### config.mk
export PLATFORM = sky130hd
export DESIGN_NAME = tmr_top
export DESIGN_NICKNAME = d
export VERILOG_FILES = /design/src/rtl/tmr_pkg.sv /design/src/rtl/tmr_tick_div.sv /design/src/rtl/tmr_edge_sync.sv /design/src/rtl/tmr_core.sv /design/src/rtl/tmr_top.sv
export SDC_FILE = /design/constraint.sdc
export NUM_CORES = 1
export LEC_CHECK = 0
export BUFFER_PORTS_ARGS = -buffer_cell sky130_fd_sc_hd__buf_2
export CAP_MARGIN = 20
export CORE_MARGIN = 2
export CORE_UTILIZATION = 64
export DETAILED_ROUTE_END_ITERATION = 6
export PLACE_DENSITY = 0.84
export RECOVER_POWER = 25
export SKIP_CTS_REPAIR_TIMING = 1
export SLEW_MARGIN = 20
export SYNTH_ARGS = -nofsm -noshare
export SYNTH_HDL_FRONTEND = slang
export SYNTH_SLANG_ARGS = --single-unit
### constraint.sdc
create_clock -name clk -period 5.7 [get_ports clk]
set_clock_uncertainty 0.1 [all_clocks]
set_input_delay 1.71 -clock clk [delete_from_list [all_inputs] [get_ports clk]]
set_output_delay 1.71 -clock clk [all_outputs]
set_load 0.1 [all_outputs]
### src/rtl/tmr_pkg.sv
package tmr_pkg;
  typedef enum logic [1:0] {
    MODE_LOAD = 2'b00,
    MODE_HOLD = 2'b01,
    MODE_RUN  = 2'b10,
    MODE_GATE = 2'b11
  } tmr_mode_e;

  localparam logic [1:0] OFS_LO   = 2'd0;
  localparam logic [1:0] OFS_HI   = 2'd1;
  localparam logic [1:0] OFS_CTRL = 2'd2;
  localparam logic [1:0] OFS_STAT = 2'd3;

  localparam int CTL_SRC   = 0;
  localparam int CTL_MODE  = 1;
  localparam int CTL_IEN   = 3;
  localparam int CTL_CLR   = 4;
  localparam int CTL_SNAP  = 5;
endpackage

### src/rtl/tmr_tick_div.sv
module tmr_tick_div #(
  parameter int DIV = 200
) (
  input  logic clk,
  input  logic rst,
  output logic tick_o
);
  localparam int W = (DIV > 1) ? $clog2(DIV) : 1;
  localparam logic [W-1:0] LAST = W'(DIV - 1);

  logic [W-1:0] phase;

  always_ff @(posedge clk) begin
    if (rst) begin
      phase  <= '0;
      tick_o <= 1'b0;
    end else begin
      tick_o <= (phase == LAST);
      phase  <= (phase == LAST) ? '0 : phase + 1'b1;
    end
  end
endmodule

### src/rtl/tmr_edge_sync.sv
module tmr_edge_sync #(
  parameter int STAGES = 2
) (
  input  logic clk,
  input  logic rst,
  input  logic async_i,
  output logic level_o,
  output logic rise_o
);
  logic [STAGES-1:0] chain;
  logic              prev;

  always_ff @(posedge clk) begin
    if (rst) begin
      chain  <= '0;
      prev   <= 1'b0;
      rise_o <= 1'b0;
    end else begin
      chain  <= {chain[STAGES-2:0], async_i};
      prev   <= chain[STAGES-1];
      rise_o <= chain[STAGES-1] & ~prev;
    end
  end

  assign level_o = chain[STAGES-1];
endmodule

### src/rtl/tmr_core.sv
module tmr_core
  import tmr_pkg::*;
#(
  parameter int W = 16
) (
  input  logic         clk,
  input  logic         rst,
  input  logic         step_i,
  input  tmr_mode_e    mode_i,
  input  logic         gate_i,
  input  logic [W-1:0] reload_i,
  output logic [W-1:0] cnt_o,
  output logic         ovf_o
);
  localparam logic [W-1:0] TOP = '1;

  logic         adv, load;
  logic [W-1:0] nxt;

  always_comb begin
    adv  = step_i && ((mode_i == MODE_RUN) || ((mode_i == MODE_GATE) && gate_i));
    load = step_i && (mode_i == MODE_LOAD);
    nxt  = (cnt_o == TOP) ? reload_i : cnt_o + 1'b1;
  end

  always_ff @(posedge clk) begin
    if (rst) begin
      cnt_o <= '0;
      ovf_o <= 1'b0;
    end else begin
      if (adv)       cnt_o <= nxt;
      else if (load) cnt_o <= reload_i;
      ovf_o <= adv && (nxt == TOP);
    end
  end


  ovf_at_top_chk: assert property (@(posedge clk) disable iff (rst)
    ovf_o |-> (cnt_o == TOP));


  hold_stable_chk: assert property (@(posedge clk) disable iff (rst)
    $past(mode_i == MODE_HOLD) |-> (cnt_o == $past(cnt_o)));


  load_copy_chk: assert property (@(posedge clk) disable iff (rst)
    $past(step_i && mode_i == MODE_LOAD) |-> (cnt_o == $past(reload_i) && !ovf_o));
endmodule

### src/rtl/tmr_top.sv
module tmr_top
  import tmr_pkg::*;
#(
  parameter int CLK_DIV  = 200,
  parameter int SYNC_LEN = 2
) (
  input  logic       clk,
  input  logic       rst,
  input  logic [1:0] bus_addr,
  input  logic       bus_wr,
  input  logic [7:0] bus_wdata,
  output logic [7:0] bus_rdata,
  input  logic       ext_clk_i,
  input  logic       ext_gate_i,
  output logic       ovf_o,
  output logic       irq_o,
  output logic       flag_o
);
  localparam int W = 16;

  logic         int_tick, ext_rise, ext_lvl, gate_lvl, gate_rise;
  logic         src_ext, irq_en, step;
  tmr_mode_e    mode;
  logic [7:0]   lo_stage;
  logic [W-1:0] reload, snap, cnt;
  logic         ovf_core;
  logic         wr_ctrl;

  tmr_tick_div #(.DIV(CLK_DIV)) u_div (
    .clk(clk), .rst(rst), .tick_o(int_tick));

  tmr_edge_sync #(.STAGES(SYNC_LEN)) u_clk_sync (
    .clk(clk), .rst(rst), .async_i(ext_clk_i), .level_o(ext_lvl), .rise_o(ext_rise));

  tmr_edge_sync #(.STAGES(SYNC_LEN)) u_gate_sync (
    .clk(clk), .rst(rst), .async_i(ext_gate_i), .level_o(gate_lvl), .rise_o(gate_rise));

  assign step    = src_ext ? ext_rise : int_tick;
  assign wr_ctrl = bus_wr && (bus_addr == OFS_CTRL);

  tmr_core #(.W(W)) u_core (
    .clk(clk), .rst(rst), .step_i(step), .mode_i(mode), .gate_i(gate_lvl),
    .reload_i(reload), .cnt_o(cnt), .ovf_o(ovf_core));

  always_ff @(posedge clk) begin
    if (rst) begin
      lo_stage <= '0;
      reload   <= '0;
      snap     <= '0;
      src_ext  <= 1'b0;
      irq_en   <= 1'b0;
      mode     <= MODE_HOLD;
    end else if (bus_wr) begin
      case (bus_addr)
        OFS_LO: lo_stage <= bus_wdata;
        OFS_HI: reload   <= {bus_wdata, lo_stage};
        OFS_CTRL: begin
          src_ext <= bus_wdata[CTL_SRC];
          mode    <= tmr_mode_e'(bus_wdata[CTL_MODE +: 2]);
          irq_en  <= bus_wdata[CTL_IEN];
          if (bus_wdata[CTL_SNAP]) snap <= cnt;
        end
        default: ;
      endcase
    end
  end

  always_ff @(posedge clk) begin
    if (rst) begin
      irq_o  <= 1'b0;
      flag_o <= 1'b0;
    end else begin
      irq_o <= ovf_core && irq_en;
      if (ovf_core)                               flag_o <= 1'b1;
      else if (wr_ctrl && bus_wdata[CTL_CLR])     flag_o <= 1'b0;
    end
  end

  always_ff @(posedge clk) begin
    if (rst) bus_rdata <= '0;
    else begin
      case (bus_addr)
        OFS_LO:   bus_rdata <= snap[7:0];
        OFS_HI:   bus_rdata <= snap[15:8];
        OFS_CTRL: bus_rdata <= {4'b0, irq_en, mode, src_ext};
        default:  bus_rdata <= {7'b0, flag_o};
      endcase
    end
  end

  assign ovf_o = ovf_core;

  logic unused_ok;
  assign unused_ok = ext_lvl ^ gate_rise;


  irq_follows_ovf_chk: assert property (@(posedge clk) disable iff (rst)
    irq_o |-> ($past(ovf_core) && $past(irq_en)));


  flag_set_chk: assert property (@(posedge clk) disable iff (rst)
    ovf_core |=> flag_o);


  flag_clear_chk: assert property (@(posedge clk) disable iff (rst)
    $fell(flag_o) |-> ($past(wr_ctrl && bus_wdata[CTL_CLR]) && !$past(ovf_core)));
endmodule

==> metrics.txt, run 1 <==
Overall Power 1.148 mW; Crit. End Element flip-flop; mapped cell area 3819 µm²; final hold vios 0; Via density 6.061; final setup vio count 0; Initial Util 0.6527; Fmax 284.4 MHz; stages on the worst setup path 5; share of cells above drive strength 1 0.1065; pre-CTS setup slack 2.062 ns; total wire length 8712 µm; RSZ-0062 raised after global routing no; Clock Latency Late Sink 0.36 ns; Critical Path Source Type input pin; top cell family by delay on the critical path simple AND/OR/NAND/NOR gates; critical path type in -> reg; final worst setup slack 2.184 ns; first-pass GRT wire length 14190 µm; largest cells by area after synthesis dfxtp_1, nand2_1, a21oi_1; Gate Count Post-Synth 466; die height 81.25 µm; post-synthesis sequential area ratio 0.4509; Antenna Cells 0; Mapped Nets 483; Remaining DRCs 0; initial drt markers 479; total I/O pin count 26; HPWL Detailed 6014 µm; FF-to-FF path depth 7; drt pass-1 iters 5; GRT overflow 0; WHS Path Cells 1; top-count cell post-synth nand2_1; slowest cell delay on critical path 0.67 ns; pin count of the biggest net entering global routing 80; R2R Setup Slk 2.70 ns; worst reg2reg endpoint u_core.ovf_o$_SDFF_PP0_; CTS tree built; Total GRT Usage 0.2850; nets 491; Synth top area share 0.4509; worst hold path class reg -> reg; Die ar. 6601 µm²; antenna viol nets, final 0; maximum VDD drop 0.0002368 V; Critical R2R Launch u_core.cnt_o[0]$_SDFFE_PP0P_; status finished, final reports clean; Main synth FF type dfxtp_1; synth unique cells 51; worst-path fanout max 16; Max Cap Viol 0; CTS Root Cell clkbuf_8; number of CTS-inserted buffers 9; die width 81.25 µm; slowest library cell on the worst path nor2b_1; Synth top cells by count nand2_1, dfxtp_1, a21oi_1; PwrDens 276.2 nW/µm²; htree depth 3; CP Cell Sequence clkbuf_1 > nor2b_1 > nand3_1 > nand2_1 > a21oi_1; buffers and inverters on the worst path 1; Max clock buf depth 2; Synth async-reset ratio 0; GR Layer Usage met2 0.4438; clock sinks 86; final period utilization 0.6169; number of synthesized flops with an enable pin 0; vias in the first global route 2950; min Tclk post-route 3.516 ns; WP data arrival 3.64 ns; initial antenna violation count 0; Post-Syn Area per Cell 8.195 µm²; Rows 28; worst hold endpoint u_clk_sync.rise_o$_SDFF_PP0_; Slew Viols, Final 0; min-delay src u_clk_sync.prev$_SDFF_PP0_; Leak 1.444 nW; routed via count 3358; Worst-Margin Slew 0.8297 ns; setup tns final 0 ns; core area 5851 µm²; Critical Path RT 5.82 ns; register clock-pin slew on the reported worst setup and hold paths 0.09 ns; synthesis-to-layout area growth 8.847%; Worst slew margin 0.4469; Placer Congestion 0.9256; Worst setup startpoint bus_addr[0]; M3 GR Usage 0.06556; met1 Track Usage GR 0.3799; Yosys reg bits 86; yosys warns 0; Avg WL per Cell 15.73 µm; port bufs 25; largest area contributor in the netlist dfxtp_1; busiest grt layer met2
## cell families (layout without fill, tap and decap cells)
family,Yosys count,in the layout,share of synthesized area
compound gates,97,97,0.1553
fa+ha+maj,2,2,0.006552
buf+inv,38,51,0.03932
flops,86,86,0.4509
mux,20,20,0.05635
xor+xnor,15,15,0.03440
simple gates,208,208,0.2572
## worst max-delay path by stage
stage,slack (ns),endpoint
after floorplan,2.64,lo_stage[0]$_SDFFE_PP0P_
after global placement,2.21,snap[0]$_SDFFE_PP0P_
after detailed placement,2.06,snap[11]$_SDFFE_PP0P_
after CTS,2.41,snap[4]$_SDFFE_PP0P_
after global routing,2.00,snap[4]$_SDFFE_PP0P_
final,2.18,snap[11]$_SDFFE_PP0P_
## per-layer routing
metal / share of wire / vias up / wire (µm)
li1: - / 1634 / -
met1: 0.45 / 1548 / 3880
met2: 0.45 / 150 / 3931
met3: 0.080 / 26 / 693
met4: 0.024 / 0 / 206
met5: 0 / - / 0
## placed cells by master, fill, tap and decap left out, types with 3 or more instances in the layout
master,instances
nand2_1,99
dfxtp_1,86
a21oi_1,58
nor2_1,38
buf_2,23
nand3_1,21
mux2i_1,17
o21ai_0,10
nor3_1,9
clkbuf_8,9
nor2b_1,8
xnor2_1,8
and3_1,7
o221ai_1,7
inv_1,7
xor2_1,7
nor4_1,5
nand2b_1,4
nand4_1,4
a211oi_1,4
a221oi_1,3
clkbuf_1,3
## worst register-to-register path, delay by kind of cell, from the launching register on
kind / cells / cell delay, ns
multiplexers: 1 / 0.42
AND/OR/NAND/NOR: 3 / 0.97
flip-flops: 1 / 0.51
AO/OA/AOI/OAI: 2 / 0.49
adder cells (fa/ha/maj): 1 / 0.43
## power by group
group | switching, mW | internal [mW] | total, mW
Combinational | 0.0335 | 0.0152 | 0.0487
Clock | 0.231 | 0.253 | 0.484
Sequential | 0.00630 | 0.609 | 0.616
## stage by stage
step,hold WS (ns),cells,cell area [µm²],util
2_1_floorplan,0.2674,466,3819,-
5_1_grt,0.3191,554,4156,0.7104
6_report,0.3020,554,4156,0.7104
3_5_place_dp,0.2961,538,3936,0.6728
3_3_place_gp,0.2840,538,3936,0.6728
4_1_cts,0.3094,554,4163,0.7115
## flip-flops by register name, indices dropped and copies added (netlist names)
register           cells
reload                16
snap                  16
u_core.cnt_o          16
bus_rdata              8
lo_stage               8
u_div.phase            8
mode                   2
u_clk_sync.chain       2
u_gate_sync.chain      2
flag_o                 1
irq_en                 1
irq_o                  1
src_ext                1
u_clk_sync.prev        1
u_clk_sync.rise_o      1
u_core.ovf_o           1
u_div.tick_o           1
## final cells by class
class,instances,area (µm²)
Clock inverter,7,102.6
Sequential cell,86,1722
Inverter,7,26.28
Multi-Input combinational cell,342,1947
Clock buffer,9,123.9
Tap cell,75,93.84
Timing Repair Buffer,28,141.4
Fill cell,458,1694
No activity file was read; power rests on OpenSTA's default activity.
==> run 2, diff against run 1 <==
CORE_UTILIZATION = 54   (was 64)
PLACE_DENSITY = 0.75   (was 0.84)
clock period = 3.1 ns   (was 5.7 ns; I/O delays follow)
==> run 2 against run 1 <==
The flow now finishes with violations (capacitance limit, slew limit); first-iteration DRC count fell by 45%; die area rose by 18%; combinational power rose by 87%; design area rose by 1.2%; register-to-register slack got worse by 2.4 ns; wire length rose by 5.2%; total power rose by 80%; largest power group unchanged; highest routed layer unchanged.
==> metrics.txt, run 2 (same netlist as run 1, synthesis figures left out) <==
port bufs 25; Worst-Margin Slew 1.521 ns; setup tns final 0 ns; Clk pwr share 0.409; final setup vio count 0; register clock-pin slew on the reported worst setup and hold paths 0.08 ns; final period utilization 0.9088; status finished with violations; commonest non-fill, non-tap cells in the layout nand2_1, dfxtp_1, a21oi_1, nor2_1, buf_2; min Tclk post-route 2.817 ns; maximum VDD drop 0.0003758 V; Top Registers reload (16), snap (16), u_core.cnt_o (16); CTS Root Cell clkbuf_8; Antenna Cells 0; Total GRT Usage 0.2595; antenna viol nets, final 0; Max clock buf depth 2; worst hold path class reg -> reg; die height 88.09 µm; Die ar. 7760 µm²; WP data arrival 2.98 ns; drt pass-1 iters 5; Leak 1.460 nW; first-pass GRT wire length 15630 µm; Critical Path Source Type flip-flop; CTS tree built; Max Cap Viol 1; RSZ-0062 raised after global routing no; Clock Latency Late Sink 0.36 ns; vias in the first global route 3026; critical path type reg -> reg; Via density 5.834; Sw Ratio 0.2257; Initial Util 0.5590; total wire length 9163 µm; number of CTS-inserted buffers 9; commonest non-fill, non-tap cell in the layout nand2_1; initial antenna violation count 0; sequential power share 0.547; violated checks capacitance limit, slew limit; share of cells above drive strength 1 0.1159; synthesis-to-layout area growth 10.19%; Placer Congestion 1.007; Remaining DRCs 0; total I/O pin count 26; GRT overflow 0; Fmax 354.9 MHz; Crit. End Element flip-flop; Slew Viols, Final 80; net load switching power 0.4669 mW; htree depth 3; worst-path fanout max 10; Rows 30; Worst slew margin -0.01368; core area 6832 µm²; Final Instance Area 4208 µm²; Avg WL per Cell 15.83 µm; Logic pwr share 0.044; initial drt markers 265; Post-Layout Cell Count 579; Int Pwr 1.602 mW; placed insts 564; Critical Path RT 3.26 ns; Overall Power 2.069 mW; clock sinks 86; pin count of the biggest net entering global routing 80; final worst setup slack 0.2827 ns; nets 496; pre-CTS setup slack 0.3565 ns; final hold vios 0; die width 88.09 µm; PwrDens 491.6 nW/µm²; HPWL Detailed 6367 µm; routed via count 3378; dpl cell area 4013 µm²
run 2: cell count changes in the layout (fill, tap and decap cells not counted), sizes merged:
cell      delta
clkinvlp     +2
buf          +6
clkinv       -2
inv          -2
run 2: critical path, cell delays in order, from the launching register on:
cell and delay, ns:
dfxtp_1 0.47, ha_1 0.41, nand4_1 0.23, nor4_4 0.26, buf_4 0.22, mux2_2 0.36, a2111oi_2 0.20, nand3_1 0.16
a211oi_2 0.31
run 2: stage by stage:
stage | utilization | hold WS (ns)
final | 0.6159 | 0.2855
after global routing | 0.6159 | 0.3151
after CTS | 0.6183 | 0.2881
after detailed placement | 0.5874 | 0.2758
after global placement | 0.5874 | 0.2707
after floorplan | - | 0.2674
run 2: worst paths after layout:
| path | slack, ns | cells after the start | startpoint | to |
|---|---|---|---|---|
| worst max-delay path | 0.28 | 8 | u_core.cnt_o[0]$_SDFFE_PP0P_ | u_core.ovf_o$_SDFF_PP0_ |
| worst min-delay path | 0.29 | 1 | u_clk_sync.prev$_SDFF_PP0_ | u_clk_sync.rise_o$_SDFF_PP0_ |
| worst max register to register | 0.28 | 8 | u_core.cnt_o[0]$_SDFFE_PP0P_ | u_core.ovf_o$_SDFF_PP0_ |
| worst min register to register | 0.29 | 1 | u_clk_sync.prev$_SDFF_PP0_ | u_clk_sync.rise_o$_SDFF_PP0_ |
run 2: cell type report:
| type | instances | area [µm²] |
|---|---|---|
| Timing Repair Buffer | 33 | 181.4 |
| Tap cell | 96 | 120.1 |
| Fill cell | 606 | 2624 |
| Sequential cell | 86 | 1722 |
| Multi-Input combinational cell | 342 | 1947 |
| Clock buffer | 10 | 127.6 |
| Inverter | 7 | 26.28 |
| Clock inverter | 5 | 83.83 |
run 2: power groups by stage:
| stage | combinational (mW) | sequential, mW | clock [mW] |
|---|---|---|---|
| 3_3_place_gp | 0.0910 | 1.16 | 0 |
| 4_1_cts | 0.0937 | 1.13 | 0.863 |
| 3_5_place_dp | 0.0928 | 1.16 | 0 |
| 2_1_floorplan | 0.0597 | 1.16 | 0 |
| 6_report | 0.0910 | 1.13 | 0.845 |
| 5_1_grt | 0.101 | 1.13 | 0.908 |
run 2: routing by layer:
layer	vias up	global-route usage	wire, µm
met5	-	0	0
met4	0	0.09366	220
met3	23	0.06409	629
met2	120	0.3926	4189
met1	1592	0.3616	4123
li1	1643	-	-
